$ cat config.mk
export PLATFORM = sky130hd
export DESIGN_NAME = evtrig_prescaler
export DESIGN_NICKNAME = d
export VERILOG_FILES = /design/src/rtl/evtrig_pkg.sv /design/src/rtl/evtrig_source_mux.sv /design/src/rtl/evtrig_decimator.sv /design/src/rtl/evtrig_prescaler.sv
export SDC_FILE = /design/constraint.sdc
export NUM_CORES = 1
export LEC_CHECK = 0
export ABC_AREA = 0
export BUFFER_PORTS_ARGS = -buffer_cell sky130_fd_sc_hd__buf_2
export CAP_MARGIN = 10
export CORE_AREA = 2 2 39 41
export DETAILED_ROUTE_END_ITERATION = 10
export DIE_AREA = 0 0 41 43
export PLACE_DENSITY = 0.76
export SYNTH_ARGS = -nofsm -noshare
export SYNTH_HDL_FRONTEND = slang
export SYNTH_HIERARCHICAL = 1
export SYNTH_SLANG_ARGS = --single-unit
$ cat constraint.sdc
create_clock -name clk -period 4.78 [get_ports clk]
set_input_delay 0.717 -clock clk [delete_from_list [all_inputs] [get_ports clk]]
set_output_delay 0.717 -clock clk [all_outputs]
set_load 0.005 [all_outputs]
$ cat src/rtl/evtrig_pkg.sv
// Package: shared widths and source-select encoding for the event trigger prescaler.
// Assumes: every user of the source code treats unlisted values as no source.
package evtrig_pkg;
    localparam int CNT_W = 2;
    localparam int SEL_W = 3;
    localparam int NUM_CH = 2;

    typedef enum logic [SEL_W-1:0] {
        SRC_NONE     = 3'd0,
        SRC_ZERO     = 3'd1,
        SRC_PRD      = 3'd2,
        SRC_ZERO_PRD = 3'd3,
        SRC_CA_UP    = 3'd4,
        SRC_CA_DN    = 3'd5,
        SRC_CB_UP    = 3'd6,
        SRC_CB_DN    = 3'd7
    } src_sel_e;

    typedef struct packed {
        logic zero;
        logic prd;
        logic cmpa;
        logic cmpb;
        logic up;
    } tb_events_t;
endpackage

$ cat src/rtl/evtrig_source_mux.sv
// Module: evtrig_source_mux
// Picks one direction-qualified time-base event for a channel.
// Assumes: event strobes are one tick wide and up is valid whenever a strobe is.
module evtrig_source_mux
    import evtrig_pkg::*;
(
    input  logic             clk,
    input  logic             rst_n,
    input  tb_events_t       events,
    input  logic [SEL_W-1:0] sel,
    output logic             evt_out
);
    src_sel_e sel_e;

    // Decode the source code into the selected event strobe.
    always_comb begin
        sel_e = src_sel_e'(sel);
        unique case (sel_e)
            SRC_NONE:     evt_out = 1'b0;
            SRC_ZERO:     evt_out = events.zero;
            SRC_PRD:      evt_out = events.prd;
            SRC_ZERO_PRD: evt_out = events.zero | events.prd;
            SRC_CA_UP:    evt_out = events.cmpa & events.up;
            SRC_CA_DN:    evt_out = events.cmpa & ~events.up;
            SRC_CB_UP:    evt_out = events.cmpb & events.up;
            SRC_CB_DN:    evt_out = events.cmpb & ~events.up;
            default:      evt_out = 1'b0;
        endcase
    end

    // Code 000 must never yield an event.
    assert_sel_none_R3: assert property (@(posedge clk) disable iff (!rst_n)
        (sel == '0) |-> !evt_out);
endmodule

$ cat src/rtl/evtrig_decimator.sv
// Module: evtrig_decimator
// Counts selected events and emits a registered one-tick pulse on every N-th.
// Assumes: period 0 means off; load has priority over an event in the same tick.
module evtrig_decimator
    import evtrig_pkg::*;
(
    input  logic             clk,
    input  logic             rst_n,
    input  logic             evt,
    input  logic             enable,
    input  logic [CNT_W-1:0] period,
    input  logic [CNT_W-1:0] init_val,
    input  logic             init_load,
    output logic             pulse,
    output logic [CNT_W-1:0] count
);
    logic [CNT_W-1:0] cnt_q, cnt_d;
    logic             pulse_q;
    logic             reach;
    logic             active;
    logic             fire;

    // Decide whether this event reaches the period and what the counter becomes.
    always_comb begin
        reach  = ({1'b0, cnt_q} + 1'b1) >= {1'b0, period};
        active = evt && (period != '0) && !init_load;
        fire   = active && enable && reach;
        cnt_d  = cnt_q;
        if (init_load)
            cnt_d = init_val;
        else if (active) begin
            if (!reach)
                cnt_d = cnt_q + 1'b1;
            else if (enable)
                cnt_d = '0;
            else
                cnt_d = period;
        end
    end

    // Register the counter and the start pulse.
    always_ff @(posedge clk) begin
        if (!rst_n) begin
            cnt_q   <= '0;
            pulse_q <= 1'b0;
        end else begin
            cnt_q   <= cnt_d;
            pulse_q <= fire;
        end
    end

    assign pulse = pulse_q;
    assign count = cnt_q;

    // A pulse leaves the counter at zero.
    assert_cnt_clear_R5: assert property (@(posedge clk) disable iff (!rst_n)
        pulse_q |-> (cnt_q == '0));
    // A pulse needs an enabled event at non-zero period one tick earlier.
    assert_pulse_cause_R6: assert property (@(posedge clk) disable iff (!rst_n)
        pulse_q |-> ($past(evt) && $past(enable) && ($past(period) != '0)));
    // Without event or load the counter holds.
    assert_hold_R4: assert property (@(posedge clk) disable iff (!rst_n)
        (!evt && !init_load) |=> $stable(cnt_q));
    // A load lands its value and makes no pulse.
    assert_load_R8: assert property (@(posedge clk) disable iff (!rst_n)
        init_load |=> ((cnt_q == $past(init_val)) && !pulse_q));
endmodule

$ cat src/rtl/evtrig_prescaler.sv
// Module: evtrig_prescaler (top)
// Two independent event-trigger channels, each a source mux feeding a decimator.
// Assumes: one clock edge per time-base tick; configuration is quasi-static.
module evtrig_prescaler
    import evtrig_pkg::*;
(
    input  logic       clk,
    input  logic       rst_n,
    input  logic       evt_zero,
    input  logic       evt_period,
    input  logic       evt_cmpa,
    input  logic       evt_cmpb,
    input  logic       count_up,
    input  logic       a_enable,
    input  logic [2:0] a_source,
    input  logic [1:0] a_period,
    input  logic [1:0] a_init,
    input  logic       a_init_load,
    input  logic       b_enable,
    input  logic [2:0] b_source,
    input  logic [1:0] b_period,
    input  logic [1:0] b_init,
    input  logic       b_init_load,
    output logic       soc_a,
    output logic       soc_b,
    output logic [1:0] a_count,
    output logic [1:0] b_count
);
    tb_events_t       events;
    logic             en_v   [NUM_CH];
    logic [SEL_W-1:0] sel_v  [NUM_CH];
    logic [CNT_W-1:0] prd_v  [NUM_CH];
    logic [CNT_W-1:0] init_v [NUM_CH];
    logic             load_v [NUM_CH];
    logic             evt_v  [NUM_CH];
    logic             soc_v  [NUM_CH];
    logic [CNT_W-1:0] cnt_v  [NUM_CH];

    // Bundle the shared time-base strobes.
    always_comb begin
        events.zero = evt_zero;
        events.prd  = evt_period;
        events.cmpa = evt_cmpa;
        events.cmpb = evt_cmpb;
        events.up   = count_up;
    end

    // Gather per-channel configuration into indexed form.
    always_comb begin
        en_v[0]   = a_enable;    en_v[1]   = b_enable;
        sel_v[0]  = a_source;    sel_v[1]  = b_source;
        prd_v[0]  = a_period;    prd_v[1]  = b_period;
        init_v[0] = a_init;      init_v[1] = b_init;
        load_v[0] = a_init_load; load_v[1] = b_init_load;
    end

    for (genvar ch = 0; ch < NUM_CH; ch++) begin : g_ch
        evtrig_source_mux u_mux (
            .clk     (clk),
            .rst_n   (rst_n),
            .events  (events),
            .sel     (sel_v[ch]),
            .evt_out (evt_v[ch])
        );
        evtrig_decimator u_dec (
            .clk       (clk),
            .rst_n     (rst_n),
            .evt       (evt_v[ch]),
            .enable    (en_v[ch]),
            .period    (prd_v[ch]),
            .init_val  (init_v[ch]),
            .init_load (load_v[ch]),
            .pulse     (soc_v[ch]),
            .count     (cnt_v[ch])
        );
    end

    assign soc_a   = soc_v[0];
    assign soc_b   = soc_v[1];
    assign a_count = cnt_v[0];
    assign b_count = cnt_v[1];
endmodule

==> flow_summary_export.csv, run 1 <==
group,metric,value,unit
timing,rsz0062_at_grt,"false",
place,dp_slack,2679,ps
power,swShare,31.35,%
final_layout,drive_gt1_share,44.09,%
routing,drt_iter0_markers,3,
die,rows,14,
routing,antenna_left,0,
global_route,track_usage,16.18,%
timing,skew,0.9358,ps
setup_path,endpoint_kind,"flop",
yosys,synth_top_family_by_area,"compound AO/OA/AOI/OAI gates",
hold_path,worstHoldPathType,"flop to flop",
final_layout,seqCellArea,120.1,um2
timing,report.final.slew_viol_count,0,
routing,routed.top_layer,"met4",
timing,fin_ws,2919,ps
power,p_seq_share,33.1,%
global_route,grt_max_degree,7,
yosys,async_flop_share,0,%
routing,wirelength,1.245,mm
hold_path,hp-start,"g_ch[0].u_dec/count[0]",
setup_path,path_delay_family,"adder cells",
place,place.detailed.hpwl,1.042,mm
final_layout,final_nets,126,
yosys,synth_top_cell_by_area,"dfxtp_1",
setup_path,worstPathCellList,"buf_2, fa_1, o31ai_4, mux2i_1, a21oi_1",
setup_path,worstPathMaxFanout,3,
routing,drc,0,
timing,setup_tns,0,ps
final_layout,n_antenna_cell,0,
power,pwr_density_cell,231.4,nW/um2
yosys,ys.flop_type,"dfxtp_1",
clocking,cts_hold_buf,0,
clocking,cts-htree-levels,1,
yosys,synth-seq-area-share,21.62,%
die,dieWidth,41,um
die,start_util,40.14,%
power,ir_drop,0.0001545,V
global_route,grt_pass1_wl,1.932,mm
setup_path,worst-path-buf-inv,1,
yosys,synth-seq-cells,6,
global_route,grt_overflow,0,
global_route,antenna_found_initial,0,
timing,slew_headroom,75.83,%
setup_path,required,4900,ps
outcome,status,"completed",
timing,min_period_over_period,38.94,%
timing,tightest_slew,360.1,ps
clocking,post-cts-setup-buffers,0,
die,die_h,43,um
yosys,synth_xor_area_share,3.153,%
yosys,netlist_top_cells_count,"dfxtp_1, inv_1, o21ai_0",
routing,vias,574,
timing,fin_crit,1861,ps
clocking,clock_latency,240,ps
yosys,synth.net_count,91,
yosys,synth_top_area_share,21.62,%
final_layout,area.growth.synth_to_final,34.68,%
global_route,grt_pass1_vias,532,
setup_path,arrival,1990,ps
power,combPwrFrac,40.6,%
final_layout,n_fill_cell,135,
clocking,cts-buffers-inserted,3,
power,netSwitchingPower,0.05426,mW
yosys,netlist_area,555.5,um2
yosys,synth_edf_count,0,
yosys,ys_warn_count,6,
clocking,cts_resized,0,
setup_path,cpMaxStageDelayCell,"fa_1",
yosys,synth_mux_area_share,7.207,%
job,max_cap_violations,0,
setup_path,critical_path.startpoint,"b_period[1]",
routing,routed_via_density,5.266,
yosys,synth_cell_type_count,21,
setup_path,critical-path-max-stage-delay,490,ps
routing,wl_met3,100,um
yosys,ys_top_cells_by_area,"dfxtp_1, ha_1, o31ai_4",
yosys,yosys.area_share.adder,16.22,%
die,die_area,1763,um2
setup_path,crit_type,"input pin to flop",
die,ios,31,
die,core-area,1384,um2
clocking,clkSinkCount,6,
power,p_leak,0.3658,nW
place,gp_congestion,0.8025,
timing,hold_viol,0,
yosys,synthSimpleGateAreaFrac,19.82,%
place,io_buffers,30,
setup_path,cp-start-kind,"input pin",
routing,route.met2.wl,644,um
final_layout,multi_input_area,412.9,um2
timing,clock.fmax,0.5372,GHz
yosys,synth_cells,60,
power,p_int,0.1189,mW
clocking,clk_path_buf_depth,2,
routing,wl_met1,484,um
clocking,root_buffer,"clkbuf_4",
routing,wl_per_cell,11.42,um
clocking,cts_tree,"done",
yosys,synth_compound_gate_area_share,27.93,%
setup_path,reg2reg_from,"g_ch[1].u_dec/count[0]",
routing,firstDrtPassIters,4,
timing,setup_viol,0,
power,clkPwrFrac,26.3,%
yosys,synth_area_per_cell,9.259,um2
clocking,clk_pin_slew,40,ps
registers in the layout, indices dropped and copies added (netlist names):
| signal | cells |
|---|---|
| g_ch.u_dec/pulse | 2 |
| g_ch.u_dec/count | 4 |
per-layer routing:
metal | track usage [%] | up-vias
li1 | - | 290
met1 | 17.43 | 262
met2 | 26.88 | 20
met3 | 6.283 | 2
met4 | 6.000 | 0
met5 | 0 | -
layout make-up:
| cell class | instances | share of cell area (%) |
|---|---|---|
| Clock buffer | 3 | 3.010 |
| Inverter | 6 | 3.010 |
| Multi-Input combinational cell | 48 | 55.18 |
| Sequential cell | 6 | 16.05 |
| Tap cell | 16 | 2.676 |
| Timing Repair Buffer | 30 | 20.07 |
power groups by stage:
stage	combinational [mW]	sequential [mW]	clock, mW
floorplan	0.0467	0.0582	0
global placement	0.0676	0.0582	0
detailed placement	0.0698	0.0582	0
CTS	0.0708	0.0573	0.0483
global route	0.0772	0.0578	0.0518
finish	0.0702	0.0573	0.0456
cells by family (layout without fill, tap and decap cells):
group,Yosys count,count (layout)
adders and majority gates,6,6
muxes,4,4
and+or+nand+nor,16,16
xor gates and xnor gates,2,2
AOI/OAI and AO/OA,20,20
DFF,6,6
buffers and inverters,6,39
cells in the final DEF, fill, tap and decap left out:
cell | Yosys | routed
buf_2 | 0 | 30
nor2b_4 | 2 | 2
xor2_1 | 2 | 2
inv_1 | 6 | 6
nand2_1 | 2 | 2
mux2i_1 | 4 | 4
nor2b_1 | 2 | 2
and4_2 | 2 | 2
a21oi_1 | 2 | 2
fa_1 | 2 | 2
o2111ai_1 | 2 | 2
nor3b_1 | 2 | 2
o31ai_4 | 2 | 2
a31o_2 | 2 | 2
a31oi_1 | 2 | 2
clkbuf_4 | 0 | 3
nor2_1 | 4 | 4
a22oi_1 | 2 | 2
nand2b_1 | 2 | 2
dfxtp_1 | 6 | 6
ha_1 | 4 | 4
o21ai_1 | 2 | 2
o21ai_0 | 6 | 6
through the flow:
stage / cell area (um2) / cells / total power [mW] / utilization (%) / hold slack (ps)
after floorplan: 555.5 / 60 / 0.1049 / - / 520.3
after global placement: 725.7 / 106 / 0.1258 / 52.44 / 533.7
after detailed placement: 725.7 / 106 / 0.1281 / 52.44 / 535.9
after CTS: 748.2 / 109 / 0.1764 / 54.07 / 545.4
after global routing: 748.2 / 109 / 0.1868 / 54.07 / 584.1
final: 748.2 / 109 / 0.1731 / 54.07 / 547.3
worst paths after layout:
check,slack [ps],cells past startpoint,endpoint
setup / recovery,2920,5,g_ch[1].u_dec/count[1]
hold / removal,550,2,g_ch[0].u_dec/count[0]
setup reg to reg,2970,5,g_ch[1].u_dec/count[1]
hold reg to reg,550,2,g_ch[0].u_dec/count[0]
worst register-to-register path, stage by stage (launching register included):
cell and delay, ps:
dfxtp_1 410, inv_1 90, fa_1 540, o31ai_4 330, mux2i_1 240, a21oi_1 80
No activity file was read; power rests on OpenSTA's default activity.
==> run 2: changes to the inputs <==
- CORE_AREA: 2 2 39 41 -> unset
- CORE_UTILIZATION: unset -> 38
- DIE_AREA: 0 0 41 43 -> unset
- PLACE_DENSITY: 0.76 -> 0.73
- clock period: 4.78 -> 1.5 ns (I/O delays scaled with it)
==> run 2 against run 1 <==
  * The run now ends with negative setup slack left
  * Combinational power rose to 3.6 times the previous value
  * Non-clock buffer count grew 9
  * Routed wire length increased by 3.8%
  * Clock power rose to 3.6 times the previous value
  * Sequential share of layout area fell by 0.37 points
  * Critical path type is now flop to flop
  * Utilization up 8.1 points
  * Worst hold slack got worse by 290 ps
  * Global-route usage grew 4.3 points
  * Die area decreased by 8.2%
  * Design area increased by 11%
  * Clock-buffer cell count rose by 1
  * Largest cell class unchanged
  * Largest power group unchanged
  * Critical path depth did not move
  * Critical endpoint is now g_ch[0].u_dec/count[0]
==> flow_summary_export.csv, run 2 (synthesis gave the netlist of run 1 again) <==
group,metric,value,unit
final_layout,n_fill_cell,133,
place,gp_congestion,0.8247,
job,max_cap_violations,0,
final_layout,largest_register_ffs,4,
timing,min_period_over_period,104.8,%
timing,setup_viol,4,
final_layout,n_antenna_cell,0,
final_layout,final_common_cell,"buf_2",
routing,drc,0,
timing,report.final.slew_viol_count,0,
die,start_util,41.65,%
clocking,root_buffer,"clkbuf_4",
power,pwr_density_cell,720.4,nW/um2
timing,setup_tns,-217.3,ps
die,core-area,1334,um2
global_route,grt_pass1_vias,541,
routing,drt_iter0_markers,17,
hold_path,worstHoldPathType,"input pin to flop",
die,die_area,1619,um2
hold_path,holdPathStages,3,
timing,slew_headroom,75.28,%
final_layout,area.growth.synth_to_final,49.32,%
clocking,cts_tree,"done",
timing,fin_crit,1571,ps
clocking,clock_latency,250,ps
timing,hold_ws,260.0,ps
timing,fin_ws,-71.38,ps
place,place.detailed.hpwl,1.120,mm
routing,routed_via_density,5.042,
place,dp_slack,-64.47,ps
global_route,antenna_found_initial,0,
setup_path,cp-start-kind,"flop",
outcome,status,"finished, violations left",
routing,wirelength,1.292,mm
global_route,grt_max_degree,7,
global_route,track_usage,20.50,%
clocking,clk_path_buf_depth,2,
final_layout,fin_area,829.5,um2
setup_path,arrival,1710,ps
clocking,cts-htree-levels,1,
routing,wl_per_cell,10.95,um
clocking,cts-buffers-inserted,3,
timing,skew,2.181,ps
setup_path,worstPathMaxFanout,4,
final_layout,drive_gt1_share,56.31,%
final_layout,mostFrequentLayoutCells,"buf_2, buf_4, o21ai_0",
clocking,clkSinkCount,6,
setup_path,required,1640,ps
routing,firstDrtPassIters,4,
global_route,grt_pass1_wl,2.111,mm
setup_path,crit_type,"flop to flop",
place,place_area,802.0,um2
die,rows,13,
routing,vias,595,
place,place_inst,114,
clocking,post-cts-setup-buffers,0,
timing,tightest_slew,368.3,ps
setup_path,ff2ff_path_depth,5,
outcome,violations,"negative setup slack",
final_layout,final_nets,135,
power,ir_drop,0.0004295,V
timing,rsz0062_at_grt,"true",
setup_path,endpoint_kind,"flop",
timing,hold_viol,0,
power,p_leak,0.4131,nW
die,ios,31,
die,dieWidth,40.24,um
global_route,grt_overflow,0,
die,die_h,40.24,um
clocking,clk_pin_slew,50,ps
place,io_buffers,30,
final_layout,layoutNonFillerInstCount,118,
timing,clock.fmax,0.6364,GHz
routing,antenna_left,0,
run 2: cell count changes in the layout (fill, tap and decap cells not counted), sizes merged:
cell	change
clkbuf	+1
buf	+9
run 2: metrics by stage:
step / util [%] / power, mW
after floorplan: - / 0.3318
after global placement: 60.13 / 0.4283
after detailed placement: 60.13 / 0.4341
after CTS: 62.10 / 0.6065
after global routing: 62.20 / 0.6460
final: 62.20 / 0.5976
run 2: metal layers:
layer  GRT usage [%]  share of wire, %  up-vias
li1                -                 -      314
met4           8.333               1.0        0
met5               0                 0        -
met1           22.92                43      254
met2           32.66                47       24
met3           10.56               9.3        3
run 2: repair_timing:
action,in CTS,in global routing
hold buffers,0,0
resized for setup,0,1
setup endpoints to repair,4,5
pin swaps,2,0
run 2: final timing paths:
kind,slack (ps),from,end
setup reg to reg,-70,g_ch[0].u_dec/count[0],g_ch[0].u_dec/count[0]
hold / removal,260,rst_n,g_ch[1].u_dec/count[0]
hold reg to reg,640,g_ch[0].u_dec/count[0],g_ch[0].u_dec/count[0]
setup / recovery,-70,g_ch[0].u_dec/count[0],g_ch[0].u_dec/count[0]
run 2: cell type report:
type | count | area, um2 | share of cell area, %
Multi-Input combinational cell | 48 | 414.1 | 49.92
Timing Repair Buffer | 39 | 217.7 | 26.24
Sequential cell | 6 | 130.1 | 15.69
Clock buffer | 4 | 26.28 | 3.167
Tap cell | 15 | 18.77 | 2.262
Inverter | 6 | 22.52 | 2.715
run 2: critical path: stages (launching register included):
cell     delay [ps]
dfxtp_4         360
inv_2            40
fa_1            480
o31ai_4         250
mux2i_1         240
a31oi_1          90
run 2: report_power, final:
group | switching, mW | total [mW] | internal (mW)
registers | 0.00948 | 0.182 | 0.173
logic | 0.115 | 0.250 | 0.135
clock network | 0.0645 | 0.166 | 0.101
